$ cat config.mk
export PLATFORM = sky130hd
export DESIGN_NAME = ivr_producer
export DESIGN_NICKNAME = d
export VERILOG_FILES = /design/src/rtl/ivr_pkg.sv /design/src/rtl/ivr_regs.sv /design/src/rtl/ivr_ptr.sv /design/src/rtl/ivr_wr_seq.sv /design/src/rtl/ivr_producer.sv
export SDC_FILE = /design/constraint.sdc
export NUM_CORES = 1
export LEC_CHECK = 0
export BUFFER_PORTS_ARGS = -buffer_cell sky130_fd_sc_hd__buf_2
export CAP_MARGIN = 20
export CORE_MARGIN = 10
export CORE_UTILIZATION = 48
export CTS_BUF_LIST = sky130_fd_sc_hd__clkbuf_4 sky130_fd_sc_hd__clkbuf_8
export CTS_CLUSTER_DIAMETER = 80
export DETAILED_ROUTE_END_ITERATION = 8
export PLACE_DENSITY = 0.82
export SLEW_MARGIN = 20
export SYNTH_ARGS = -nofsm -noshare
export SYNTH_HDL_FRONTEND = slang
export SYNTH_HIERARCHICAL = 1
export SYNTH_SLANG_ARGS = --single-unit
$ cat constraint.sdc
create_clock -name clk -period 8.75 [get_ports clk]
set_input_delay 1.3125 -clock clk [delete_from_list [all_inputs] [get_ports clk]]
set_output_delay 1.3125 -clock clk [all_outputs]
set_load 0.01 [all_outputs]
$ cat src/rtl/ivr_pkg.sv
package ivr_pkg;

    localparam int ADDR_W    = 40;
    localparam int VEC_W     = 128;
    localparam int VEC_BYTES = 16;

    typedef enum logic [2:0] {
        REG_CTRL  = 3'd0,
        REG_RING  = 3'd1,
        REG_BASE  = 3'd2,
        REG_RPTR  = 3'd3,
        REG_WPTR  = 3'd4,
        REG_WB_LO = 3'd5,
        REG_WB_HI = 3'd6
    } reg_sel_e;

    typedef struct packed {
        logic [7:0]  src_id;
        logic [27:0] src_data;
        logic [7:0]  ring_id;
        logic [7:0]  vmid;
        logic [15:0] pasid;
    } iv_event_t;

    typedef struct packed {
        logic              intr_en;
        logic              rearm_en;
        logic              ring_en;
        logic [4:0]        size_log2;
        logic              ovf_en;
        logic              wb_en;
        logic [31:0]       base;
        logic [ADDR_W-1:0] wb_addr;
    } ivr_cfg_t;

    typedef enum logic [1:0] {
        ST_IDLE = 2'd0,
        ST_VEC  = 2'd1,
        ST_WB   = 2'd2
    } wr_state_e;

    function automatic logic [VEC_W-1:0] pack_vector(iv_event_t e);
        return {32'h0, e.pasid, e.vmid, e.ring_id, 4'h0, e.src_data, 24'h0, e.src_id};
    endfunction

    // byte mask for a ring of 2^sz words, record-aligned
    function automatic logic [31:0] ring_byte_mask(logic [4:0] sz);
        logic [31:0] span;
        span = 32'h1 << ({27'h0, sz} + 32'd2);
        return (span - 32'd1) & 32'hFFFF_FFF0;
    endfunction

endpackage

$ cat src/rtl/ivr_regs.sv
module ivr_regs
    import ivr_pkg::*;
(
    input  logic        clk,
    input  logic        rst,
    input  logic        reg_wr,
    input  logic [2:0]  reg_addr,
    input  logic [31:0] reg_wdata,
    input  logic [31:0] wptr_word,
    input  logic [31:0] rptr_word,
    output ivr_cfg_t    cfg,
    output logic        rptr_wr,
    output logic        wptr_wr,
    output logic        ovf_clr,
    output logic [31:0] reg_rdata
);

    logic [1:0]  ctrl_q;
    logic [7:0]  ring_q;   // {wb_en, ovf_en, size[4:0], ring_en}
    logic [31:0] base_q;
    logic [31:0] wb_lo_q;
    logic [7:0]  wb_hi_q;

    always_ff @(posedge clk) begin
        if (rst) begin
            ctrl_q  <= '0;
            ring_q  <= '0;
            base_q  <= '0;
            wb_lo_q <= '0;
            wb_hi_q <= '0;
        end else if (reg_wr) begin
            case (reg_addr)
                REG_CTRL:  ctrl_q  <= reg_wdata[1:0];
                REG_RING:  ring_q  <= {reg_wdata[8], reg_wdata[6:0]};
                REG_BASE:  base_q  <= reg_wdata;
                REG_WB_LO: wb_lo_q <= reg_wdata;
                REG_WB_HI: wb_hi_q <= reg_wdata[7:0];
                default: ;
            endcase
        end
    end

    assign rptr_wr = reg_wr && (reg_addr == REG_RPTR);
    assign wptr_wr = reg_wr && (reg_addr == REG_WPTR);
    assign ovf_clr = reg_wr && (reg_addr == REG_RING) && reg_wdata[7];

    always_comb begin
        cfg.intr_en   = ctrl_q[0];
        cfg.rearm_en  = ctrl_q[1];
        cfg.ring_en   = ring_q[0];
        cfg.size_log2 = ring_q[5:1];
        cfg.ovf_en    = ring_q[6];
        cfg.wb_en     = ring_q[7];
        cfg.base      = base_q;
        cfg.wb_addr   = {wb_hi_q, wb_lo_q};
    end

    always_comb begin
        case (reg_addr)
            REG_CTRL:  reg_rdata = {30'h0, ctrl_q};
            REG_RING:  reg_rdata = {23'h0, ring_q[7], 1'b0, ring_q[6:0]};
            REG_BASE:  reg_rdata = base_q;
            REG_RPTR:  reg_rdata = rptr_word;
            REG_WPTR:  reg_rdata = wptr_word;
            REG_WB_LO: reg_rdata = wb_lo_q;
            REG_WB_HI: reg_rdata = {24'h0, wb_hi_q};
            default:   reg_rdata = 32'h0;
        endcase
    end

endmodule

$ cat src/rtl/ivr_ptr.sv
module ivr_ptr
    import ivr_pkg::*;
#(
    parameter int MAX_LOG2_WORDS = 14,
    localparam int PTR_W = MAX_LOG2_WORDS + 2
) (
    input  logic             clk,
    input  logic             rst,
    input  logic [4:0]       size_log2,
    input  logic             ovf_en,
    input  logic             intr_en,
    input  logic             rearm_en,
    input  logic             vec_done,
    input  logic             wptr_wr,
    input  logic             rptr_wr,
    input  logic             ovf_clr,
    input  logic [31:0]      wdata,
    output logic [PTR_W-1:0] wptr,
    output logic [31:0]      wptr_word,
    output logic [31:0]      rptr_word,
    output logic             ovf,
    output logic             irq
);

    localparam logic [4:0] SZ_MIN = 5'd2;
    localparam logic [4:0] SZ_MAX = 5'(MAX_LOG2_WORDS);

    logic [4:0]       sz_eff;
    logic [31:0]      mask32;
    logic [PTR_W-1:0] mask;
    logic [PTR_W-1:0] rptr;
    logic [PTR_W-1:0] wptr_next;
    logic             full;
    logic             rearm_gap;

    always_comb begin
        if (size_log2 < SZ_MIN)      sz_eff = SZ_MIN;
        else if (size_log2 > SZ_MAX) sz_eff = SZ_MAX;
        else                         sz_eff = size_log2;
    end

    assign mask32    = ring_byte_mask(sz_eff);
    assign mask      = mask32[PTR_W-1:0];
    assign wptr_next = (wptr + PTR_W'(VEC_BYTES)) & mask;
    assign full      = (wptr_next == rptr);

    always_ff @(posedge clk) begin
        if (rst) begin
            wptr      <= '0;
            rptr      <= '0;
            ovf       <= 1'b0;
            rearm_gap <= 1'b0;
        end else begin
            if (wptr_wr)       wptr <= wdata[PTR_W-1:0] & mask;
            else if (vec_done) wptr <= wptr_next;
            if (rptr_wr)       rptr <= wdata[PTR_W-1:0] & mask;
            if (vec_done && ovf_en && full) ovf <= 1'b1;
            else if (ovf_clr)               ovf <= 1'b0;
            rearm_gap <= rptr_wr && rearm_en;
        end
    end

    assign wptr_word = 32'(wptr) | {31'h0, ovf};
    assign rptr_word = 32'(rptr);
    assign irq       = intr_en && ((wptr != rptr) || ovf) && !rearm_gap;

endmodule

$ cat src/rtl/ivr_wr_seq.sv
module ivr_wr_seq
    import ivr_pkg::*;
#(
    parameter int PTR_W = 16
) (
    input  logic              clk,
    input  logic              rst,
    input  logic              evt_valid,
    input  iv_event_t         evt_in,
    input  logic              accept_en,
    input  logic              wb_en,
    input  logic [31:0]       base,
    input  logic [ADDR_W-1:0] wb_addr,
    input  logic [PTR_W-1:0]  wptr,
    input  logic [31:0]       wptr_word,
    input  logic              mem_gnt,
    output logic              evt_ready,
    output logic              mem_req,
    output logic [ADDR_W-1:0] mem_addr,
    output logic [VEC_W-1:0]  mem_wdata,
    output logic              mem_kind,
    output logic              busy,
    output logic              vec_done
);

    wr_state_e        state_q;
    logic [VEC_W-1:0] vec_q;

    assign evt_ready = (state_q == ST_IDLE) && accept_en;

    always_ff @(posedge clk) begin
        if (rst) begin
            state_q <= ST_IDLE;
            vec_q   <= '0;
        end else begin
            case (state_q)
                ST_IDLE: if (evt_valid && evt_ready) begin
                    vec_q   <= pack_vector(evt_in);
                    state_q <= ST_VEC;
                end
                ST_VEC: if (mem_gnt) state_q <= wb_en ? ST_WB : ST_IDLE;
                ST_WB:  if (mem_gnt) state_q <= ST_IDLE;
                default: state_q <= ST_IDLE;
            endcase
        end
    end

    always_comb begin
        mem_req  = (state_q != ST_IDLE);
        mem_kind = (state_q == ST_WB);
        if (state_q == ST_WB) begin
            mem_addr  = wb_addr;
            mem_wdata = {96'h0, wptr_word};
        end else begin
            mem_addr  = {base, 8'h00} + ADDR_W'(wptr);
            mem_wdata = vec_q;
        end
    end

    assign busy     = mem_req;
    assign vec_done = (state_q == ST_VEC) && mem_gnt;

endmodule

$ cat src/rtl/ivr_producer.sv
module ivr_producer
    import ivr_pkg::*;
#(
    parameter int MAX_LOG2_WORDS = 14
) (
    input  logic         clk,
    input  logic         rst,
    input  logic         evt_valid,
    output logic         evt_ready,
    input  logic [7:0]   evt_src_id,
    input  logic [27:0]  evt_src_data,
    input  logic [7:0]   evt_ring_id,
    input  logic [7:0]   evt_vmid,
    input  logic [15:0]  evt_pasid,
    input  logic         reg_wr,
    input  logic [2:0]   reg_addr,
    input  logic [31:0]  reg_wdata,
    output logic [31:0]  reg_rdata,
    output logic         mem_req,
    input  logic         mem_gnt,
    output logic [39:0]  mem_addr,
    output logic [127:0] mem_wdata,
    output logic         mem_kind,
    output logic         irq,
    output logic         busy
);

    localparam int PTR_W = MAX_LOG2_WORDS + 2;

    ivr_cfg_t         cfg;
    iv_event_t        evt_in;
    logic             rptr_wr;
    logic             wptr_wr;
    logic             ovf_clr;
    logic             vec_done;
    logic             ovf;
    logic [PTR_W-1:0] wptr;
    logic [31:0]      wptr_word;
    logic [31:0]      rptr_word;

    always_comb begin
        evt_in.src_id   = evt_src_id;
        evt_in.src_data = evt_src_data;
        evt_in.ring_id  = evt_ring_id;
        evt_in.vmid     = evt_vmid;
        evt_in.pasid    = evt_pasid;
    end

    ivr_regs u_regs (
        .clk       (clk),
        .rst       (rst),
        .reg_wr    (reg_wr),
        .reg_addr  (reg_addr),
        .reg_wdata (reg_wdata),
        .wptr_word (wptr_word),
        .rptr_word (rptr_word),
        .cfg       (cfg),
        .rptr_wr   (rptr_wr),
        .wptr_wr   (wptr_wr),
        .ovf_clr   (ovf_clr),
        .reg_rdata (reg_rdata)
    );

    ivr_ptr #(.MAX_LOG2_WORDS(MAX_LOG2_WORDS)) u_ptr (
        .clk       (clk),
        .rst       (rst),
        .size_log2 (cfg.size_log2),
        .ovf_en    (cfg.ovf_en),
        .intr_en   (cfg.intr_en),
        .rearm_en  (cfg.rearm_en),
        .vec_done  (vec_done),
        .wptr_wr   (wptr_wr),
        .rptr_wr   (rptr_wr),
        .ovf_clr   (ovf_clr),
        .wdata     (reg_wdata),
        .wptr      (wptr),
        .wptr_word (wptr_word),
        .rptr_word (rptr_word),
        .ovf       (ovf),
        .irq       (irq)
    );

    ivr_wr_seq #(.PTR_W(PTR_W)) u_seq (
        .clk       (clk),
        .rst       (rst),
        .evt_valid (evt_valid),
        .evt_in    (evt_in),
        .accept_en (cfg.intr_en && cfg.ring_en),
        .wb_en     (cfg.wb_en),
        .base      (cfg.base),
        .wb_addr   (cfg.wb_addr),
        .wptr      (wptr),
        .wptr_word (wptr_word),
        .mem_gnt   (mem_gnt),
        .evt_ready (evt_ready),
        .mem_req   (mem_req),
        .mem_addr  (mem_addr),
        .mem_wdata (mem_wdata),
        .mem_kind  (mem_kind),
        .busy      (busy),
        .vec_done  (vec_done)
    );

endmodule

Word-level counts from Yosys, hierarchy flattened
Index checks and enable logic that the tools add are counted.
{"block": "totals", "regBits": 186, "in_bits": 108, "output_inout_bits": 205, "elab_cells": 75}
{"block": "classes", "add_sub_neg": 4, "n_lt_le_gt_ge": 2, "n_eq_ne": 13, "shift": 1, "mux": 14, "bitwise_logic": 3, "n_reduce_logical": 27}
{"op": "$pmux 32 s7", "count": 1}
{"op": "$mux 96", "count": 1}
{"op": "$add 40x16->40", "count": 1}
{"op": "$mux 40", "count": 1}
{"op": "$and 16x16->16", "count": 2}
{"op": "$mux 16", "count": 2}
{"op": "$shl 1x32->16 const A", "count": 1}
{"op": "$add 16x5->16 const B", "count": 1}
{"op": "$eq 16x16->1", "count": 1}
{"op": "$ne 16x16->1", "count": 1}
{"op": "$or 16x1->16", "count": 1}
{"op": "$sub 16x1->16 const B", "count": 1}
{"op": "$logic_and 1x1->1", "count": 13}
{"op": "$reduce_and 2->1", "count": 6}
{"op": "$mux 5", "count": 2}
{"op": "$eq 3x3->1 const B", "count": 3}
{"op": "$mux 2", "count": 4}
{"op": "$add 5x2->6 const B", "count": 1}
{"op": "$eq 3x2->1 const B", "count": 2}
{"op": "$ne 2x2->1 const B", "count": 3}
{"op": "$pmux 2 s3", "count": 1}
{"op": "$reduce_bool 2->1", "count": 3}
{"op": "$gt 5x4->1 const B", "count": 1}
{"op": "$lt 5x2->1 const B", "count": 1}
{"op": "9 further kinds", "count": 10}

Depth between registers and ports, before layout
Gate-level depths: netlist of the first run.
{"block": "depth", "word_depth": 10, "mapped_depth": 13, "depth_no_buf": 11}

Hierarchy
Netlist of the first run, hierarchy kept.
{"mod": "ivr_wr_seq", "n_inst": 1, "cells_per_inst": 686, "area_per_inst_um2": 4648.2, "seq_area_each_um2": 1401.3}
{"mod": "ivr_regs", "n_inst": 1, "cells_per_inst": 502, "area_per_inst_um2": 4072.7, "seq_area_each_um2": 1641.6}
{"mod": "ivr_ptr", "n_inst": 1, "cells_per_inst": 351, "area_per_inst_um2": 2632.5, "seq_area_each_um2": 520.5}
{"mod": "ivr_producer", "n_inst": 1, "cells_per_inst": 1, "area_per_inst_um2": 6.3, "seq_area_each_um2": 0.0}

Worst setup path after synthesis of the first run
Ideal clock, no wire load.
{"block": "synth_path", "path_kind": "reg-to-output", "start": "reg u_ptr.wptr[8]", "end": "out mem_addr[26]", "t_arrival_ns": 2.187, "t_required_ns": 7.438, "setup_slack_ns": 5.250, "path_stages_with_launch": 8, "path_buffers": 0, "path_cell_list": "dfxtp_1 > ha_1 > fa_1 > a211oi_1 > nor3_4 > o211ai_1 > xor2_1 > o21ai_0"}
{"block": "synth_between", "elab_chain_len": 2}
{"item": "start, declared", "line": "ivr_ptr.sv:18", "source": "output logic [PTR_W-1:0] wptr,"}
{"item": "start signal, assigned", "line": "ivr_ptr.sv:54", "source": "if (wptr_wr) wptr <= wdata[PTR_W-1:0] & mask;"}
{"item": "start signal, assigned", "line": "ivr_ptr.sv:55", "source": "else if (vec_done) wptr <= wptr_next;"}
{"item": "$add 40x16->40", "line": "ivr_wr_seq.sv:55", "source": "mem_addr = {base, 8'h00} + ADDR_W'(wptr);"}
{"item": "$mux 40", "line": "ivr_wr_seq.sv:51", "source": "if (state_q == ST_WB) begin"}
{"item": "end, declared", "line": "ivr_producer.sv:21", "source": "output logic [39:0] mem_addr,"}
No other way between the ends.

Final worst setup path of the first run
{"block": "layout_path", "start": "reg u_ptr.wptr[8]", "end": "out mem_addr[34]"}
Same word-level chain as after synthesis.

==> flow_summary.ini, run 1 <==
[run_status]
status = complete, no violations

[routing]
num_vias = 11500
routed_wl_mm = 38.9
drc_errors = 0
via_per_inst = 5.67
ant_nets = 0
dr.pass1.iters = 8
wl_per_cell_um = 19.1
drt_iter0_markers = 1334

[timing]
hold_viol = 0
maxSlewViolCount = 0
final.period_utilization = 0.523
worstMarginPinSlew_ns = 1.10
fmax_mhz = 219
post-route-min-period_ns = 4.57
setup_viol = 0
max_slew_margin = 0.262
rsz0062_at_grt = false
clock_skew_ns = 0.0230
tns_ns = 0

[worst_setup_path]
r2r_cells = 11
startpoint_type = register
cp.required_ns = 7.44
crit_arrival_ns = 3.26
rr_startpoint = u_regs/ring_q[3]
endpoint_kind = output port
r2r_setup_slack_ns = 5.33
crit_fanout = 10
critPathKind = reg2out
crit-reg2reg-capture = u_ptr/wptr[11]

[place]
portBuffers = 260
dp_cells = 2000
hpwlAfterDp_mm = 28.5
place.gp.congestion = 0.955

[global_route]
grt_max_degree = 73
grt_pass1_vias = 10900
antenna_found_initial = 2
grt_usage = 0.241
grt_overflow = 0
grt_pass1_wl_mm = 60.2

[yosys]
ys_seq_area_frac = 0.314
ys_async_sr_fraction = 0
yosys_register_bits = 178
synth.area.top_cells = dfxtp_1, nand2_1, a21oi_1
yosysWarnings = 6
avgSynthCellArea_sq_um = 7.38
synth_top_cell_area_share = 0.314
synth_enable_flop_cells = 0
synthCells = 1540
synth_top_area_cell = dfxtp_1
syn_area_sq_mm = 0.0114
synth_cell_types = 81
synthFlopType = dfxtp_1

[clocking]
cts_inserted_buffers = 17
worstSkewPairLatency_ns = 0.47
post-cts-setup-buffers = 0
clkSinkCount = 178
cts_resized = 0
htreeDepth = 4
cts_buffer_depth = 2
holdBufCountCts = 0
cts_tree = yes
clkSlewWorstSetupHoldPaths_ns = 0.09
root_buffer = clkbuf_8

[hold_path]
hold_depth = 2
min_from = u_seq/vec_q[58]
hold_class = reg2reg
hold_end = u_seq/vec_q[58]

[final_layout]
finalNonFillerCells = 2035
final_layout_size_suffix_gt1_frac = 0.203
fillers = 2275
regArea_sq_mm = 0.00356
nets = 1820
multi_input_area_sq_mm = 0.00677
syn_to_final_growth_pct = 11.4

[power_and_ir_drop]
leakagePower_uw = 0.00530
powerDensity_mw_per_mm2 = 131
p_comb_frac = 0.119
power.internal_uw = 1190
seq_power_share = 0.505
p_switching_uw = 469
peakVddDrop_uv = 96.5
clock_power_share = 0.376
switching_share = 0.282

[floorplan]
rows = 56
ios = 313
die_w_um = 174
die_y_um = 174
die-area_sq_mm = 0.0302
start_util = 0.485
core_sq_mm = 0.0234

[job]
maxCapViolations = 0
==> layout by cell type (no fill, tap or decap), types with 35 or more instances in the layout <==
cell type | Yosys | final
buf_2 | 31 | 259
nand2_1 | 388 | 387
nor2_1 | 47 | 47
a221oi_1 | 35 | 35
a21oi_1 | 202 | 202
o21ai_0 | 38 | 38
conb_1 | 2 | 79
and2_1 | 91 | 91
dfxtp_1 | 178 | 178
==> flip-flops by register name, summed over array words and instances, names as in the netlist <==
register         cells
u_regs/base_q       32
u_seq/vec_q         68
u_ptr/ovf            1
u_regs/wb_hi_q       8
u_regs/ring_q        8
u_regs/ctrl_q        2
u_ptr/wptr          12
u_ptr/rearm_gap      1
u_regs/wb_lo_q      32
u_seq/state_q        2
u_ptr/rptr          12
==> worst max path at each step <==
stage	slack, ns	endpoint	cells past startpoint	start
finish	4.18	mem_addr[34]	8	u_ptr/wptr[8]
global route	3.95	mem_addr[37]	7	u_ptr/wptr[9]
CTS	4.04	reg_rdata[10]	5	reg_addr[1]
detailed placement	4.05	reg_rdata[10]	5	reg_addr[1]
global placement	4.20	reg_rdata[14]	5	reg_addr[1]
floorplan	5.25	mem_addr[26]	7	u_ptr/wptr[8]
==> per-layer routing <==
metal	global-route usage	wire length, um	vias to the layer above	share of wire
li1	-	-	5470	-
met1	0.286	15200	5323	0.39
met2	0.398	18200	684	0.47
met3	0.0865	4600	70	0.12
met4	0.0773	855	0	0.022
met5	0	0	-	0
==> power groups by stage <==
stage	clock, uW	sequential, uW	combinational, uW
finish	625	839	197
detailed placement	0	857	191
CTS	635	838	192
floorplan	0	847	155
global placement	0	857	187
global route	671	840	215
==> cell usage after synthesis, drive strengths merged, types with 5 or more instances <==
cell and n:
nand2b 15, mux2 14, clkbuf 62, a221oi 36, a21o 6, o211ai 10, inv 17, o21ai 42
nand3 24, dfxtp 178, xnor2 18, o31ai 6, or3 9, nand2 388, a211oi 14, a2bb2oi 8
buf 146, nor2 47, xor2 23, nor3 11, nor4 6, and3 10, a31oi 12, a22oi 24
and2 91, o2111ai 5, and4 6, ha 10, nor2b 11, mux2i 18, nand4 12, a21oi 203
==> layout make-up <==
cell class / instances / share of cell area
Multi-Input combinational cell: 1213 / 0.535
Sequential cell: 178 / 0.282
Timing Repair Buffer: 273 / 0.112
Tap cell: 319 / 0.0316
Clock buffer: 19 / 0.0202
Clock inverter: 13 / 0.0136
Inverter: 18 / 0.00534
Antenna cell: 2 / 0.000396
==> logic make-up (layout without fill, tap and decap cells) <==
family	after synthesis	in the layout	synth area share
buffers and inverters	226	323	0.119
AO/OA/AOI/OAI	390	390	0.213
AND/OR/NAND/NOR	660	660	0.279
flip-flops	178	178	0.314
multiplexers	32	32	0.0297
adder cells (fa/ha/maj)	11	11	0.0128
XOR/XNOR	41	41	0.0316
other	2	81	0.000661
==> critical path, cell delays in order (launching register included) <==
cell and delay, ns:
dfxtp_1 0.63, ha_1 0.29, fa_1 0.26, a211oi_1 0.14, nor3_4 0.36, nor2_1 0.18
or4_1 0.53, a31oi_1 0.23, buf_2 0.17
==> per-stage QoR <==
step / setup slack, ns / cell area (sq um) / hold WS (ns) / power (uW) / utilization
floorplan: 5.25 / 11600 / 0.427 / 1000 / -
global placement: 4.20 / 12200 / 0.437 / 1040 / 0.521
detailed placement: 4.05 / 12200 / 0.442 / 1050 / 0.521
CTS: 4.04 / 12600 / 0.456 / 1660 / 0.539
global route: 3.95 / 12600 / 0.477 / 1730 / 0.540
finish: 4.18 / 12600 / 0.454 / 1660 / 0.541
(Power assumes the default switching activity.)
==> run 2, diff against run 1 <==
Settings changed: ABC_AREA set to 1, PLACE_DENSITY 0.82 to 0.81.
Clock period 8.75 ns to 4.32 ns, I/O delays scaled along.
==> flow_summary.ini, run 2 <==
[global_route]
met1_usage = 0.311
met3_usage = 0.0729
grt_pass1_wl_mm = 68.5
globalRouteMet2Util = 0.405
grt_max_degree = 83
grt_overflow = 0
gr-max-usage-layer = met2
antenna_found_initial = 1
grt_usage = 0.250
grt_pass1_vias = 12600

[routing]
routed_wl_mm = 44.5
via_per_inst = 5.41
ant_nets = 0
wl_per_cell_um = 17.4
num_vias = 13800
drt_iter0_markers = 1670
dr.pass1.iters = 9
drc_errors = 1

[final_layout]
final_layout_size_suffix_gt1_frac = 0.208
top_register = u_seq/vec_q
top_regs = u_seq/vec_q x68, u_regs/base_q x32, u_regs/wb_lo_q x32
nets = 2326
layout.cells.most_common = nand2_1
final_cell_mix = nand2_1, nor2_1, inv_1
fillers = 2595
largest_reg_flops = 68
syn_to_final_growth_pct = 10.9

[timing]
max_slew_margin = 0.329
maxSlewViolCount = 0
tns_ns = 0
rsz0062_at_grt = false
hold_viol = 0
worstMarginPinSlew_ns = 1.01
fmax_mhz = 292
post-route-min-period_ns = 3.42
clock_skew_ns = 0.0230
final.period_utilization = 0.792
setup_viol = 0

[yosys]
ys_seq_area_frac = 0.277
synthCells = 2035
ys_async_sr_fraction = 0
yosys_register_bits = 178
synth.area.top_cells = dfxtp_1, nand2_1, nor2_1
ys_top_cells_by_count = nand2_1, nor2_1, inv_1
synth_top_cell_area_share = 0.277
avgSynthCellArea_sq_um = 6.32
yosysMostFrequentCell = nand2_1
synth_top_area_cell = dfxtp_1
synthFlopType = dfxtp_1
synth_enable_flop_cells = 0
syn_area_sq_mm = 0.0129
synth_cell_types = 52
yosysWarnings = 6

[clocking]
cts_tree = yes
cts_buffer_depth = 2
cts_resized = 0
worstSkewPairLatency_ns = 0.47
clkSlewWorstSetupHoldPaths_ns = 0.11
htreeDepth = 4
holdBufCountCts = 0
post-cts-setup-buffers = 0
cts_inserted_buffers = 17
root_buffer = clkbuf_8
clkSinkCount = 178

[hold_path]
hold_end = u_regs/wb_lo_q[26]
hold_depth = 3
min_from = reg_wdata[26]
hold_class = in2reg

[worst_setup_path]
rr_startpoint = u_regs/ring_q[2]
endpoint_kind = output port
r2r_setup_slack_ns = 1.31
cpMaxStageDelayCell = dfxtp_1
crit_chain = ha_1 > fa_1 > nand2_1 > nand3_1 > nand3_1 > nand2_1 > nand2_1 > nand2_1 > nand3_1 > nand3_1 > nand2_1 > buf_2
slowest_delay_ns = 0.43
crit_arrival_ns = 2.77
r2r_cells = 17
crit_fanout = 6
crit-reg2reg-capture = u_ptr/ovf
startpoint_type = register
cp.required_ns = 3.67
crit_top_cell = nand2_1
critPathKind = reg2out

[job]
maxCapViolations = 0

[floorplan]
core_sq_mm = 0.0262
start_util = 0.490
rows = 59
die_y_um = 184
die-area_sq_mm = 0.0337
die_w_um = 184
ios = 313

[power_and_ir_drop]
leakagePower_uw = 0.00719
peakVddDrop_uv = 217
powerDensity_mw_per_mm2 = 257
power_uw = 3660

[place]
portBuffers = 260
place.gp.congestion = 0.956
hpwlAfterDp_mm = 33.6

[run_status]
status = complete, but fails checks
violations = DRC
-- run 2: changes by cell type in the layout (fill, tap and decap cells not counted), sizes merged, moves of 14 or more --
| cell | delta |
|---|---|
| a221oi | -34 |
| mux2i | -18 |
| and2 | -90 |
| mux2 | -14 |
| nor2 | +351 |
| nand4 | +124 |
| a21oi | -180 |
| nand2b | -15 |
| a211oi | +56 |
| xnor2 | -15 |
| a22oi | -24 |
| inv | +267 |
| nand3 | +134 |
| nand2 | +76 |
-- run 2: per-layer routing --
metal  up-vias  wire, um
met5         -         0
met2       850     20300
met4         0      1220
met1      6233     17500
met3        88      5560
li1       6654         -
-- run 2: layout make-up --
type                    instances  area, sq um  area share
flip-flops and latches        178         3560       0.250
multi-input cells            1436         7210       0.506
clock inverters                12          216      0.0152
inverters                     291         1090      0.0768
well taps                     335          419      0.0294
clock buffers                  19          255      0.0179
repair buffers                283         1490       0.104
diodes                          1         2.50    0.000176
-- run 2: kinds of logic after synthesis --
group                    after synthesis  synth area share
other                                  2          0.000584
buffers and inverters                498             0.186
adder cells (fa/ha/maj)               11            0.0113
AND/OR/NAND/NOR                     1187             0.413
flip-flops                           178             0.277
AO/OA/AOI/OAI                        145             0.103
XOR/XNOR                              14           0.00954
-- run 2: power breakdown --
group,internal [uW],switching [uW]
Clock,726,689
Combinational,162,365
Sequential,1670,48.9
Total,2560,1100
-- run 2: stage by stage --
step | cell area, sq um | utilization | hold slack [ns] | worst slack (ns) | instances
floorplan | 13100 | - | 0.433 | 2.00 | 2112
global placement | 13800 | 0.526 | 0.454 | 1.26 | 2523
detailed placement | 13800 | 0.526 | 0.462 | 1.20 | 2523
CTS | 14200 | 0.544 | 0.404 | 0.880 | 2554
global route | 14300 | 0.544 | 0.422 | 0.693 | 2555
finish | 14300 | 0.544 | 0.431 | 0.900 | 2555
-- run 2: worst max-delay path, delay by kind of cell, from the launching register on --
family	cells	cell delay, ns
flip-flops	1	0.43
buffers and inverters	1	0.15
AND/OR/NAND/NOR	9	1.03
adder cells (fa/ha/maj)	2	0.69
-- run 2: how the worst max path moves through the flow --
stage | start | end | slack (ns) | cells past startpoint
after global routing | u_seq/state_q[1] | mem_wdata[7] | 0.69 | 7
after detailed placement | reg_addr[0] | reg_rdata[2] | 1.20 | 9
after floorplan | u_regs/ring_q[5] | u_ptr/ovf | 2.00 | 17
after global placement | reg_addr[0] | reg_rdata[2] | 1.26 | 9
final | u_ptr/wptr[8] | mem_addr[34] | 0.90 | 12
after CTS | u_seq/state_q[1] | mem_wdata[7] | 0.88 | 7
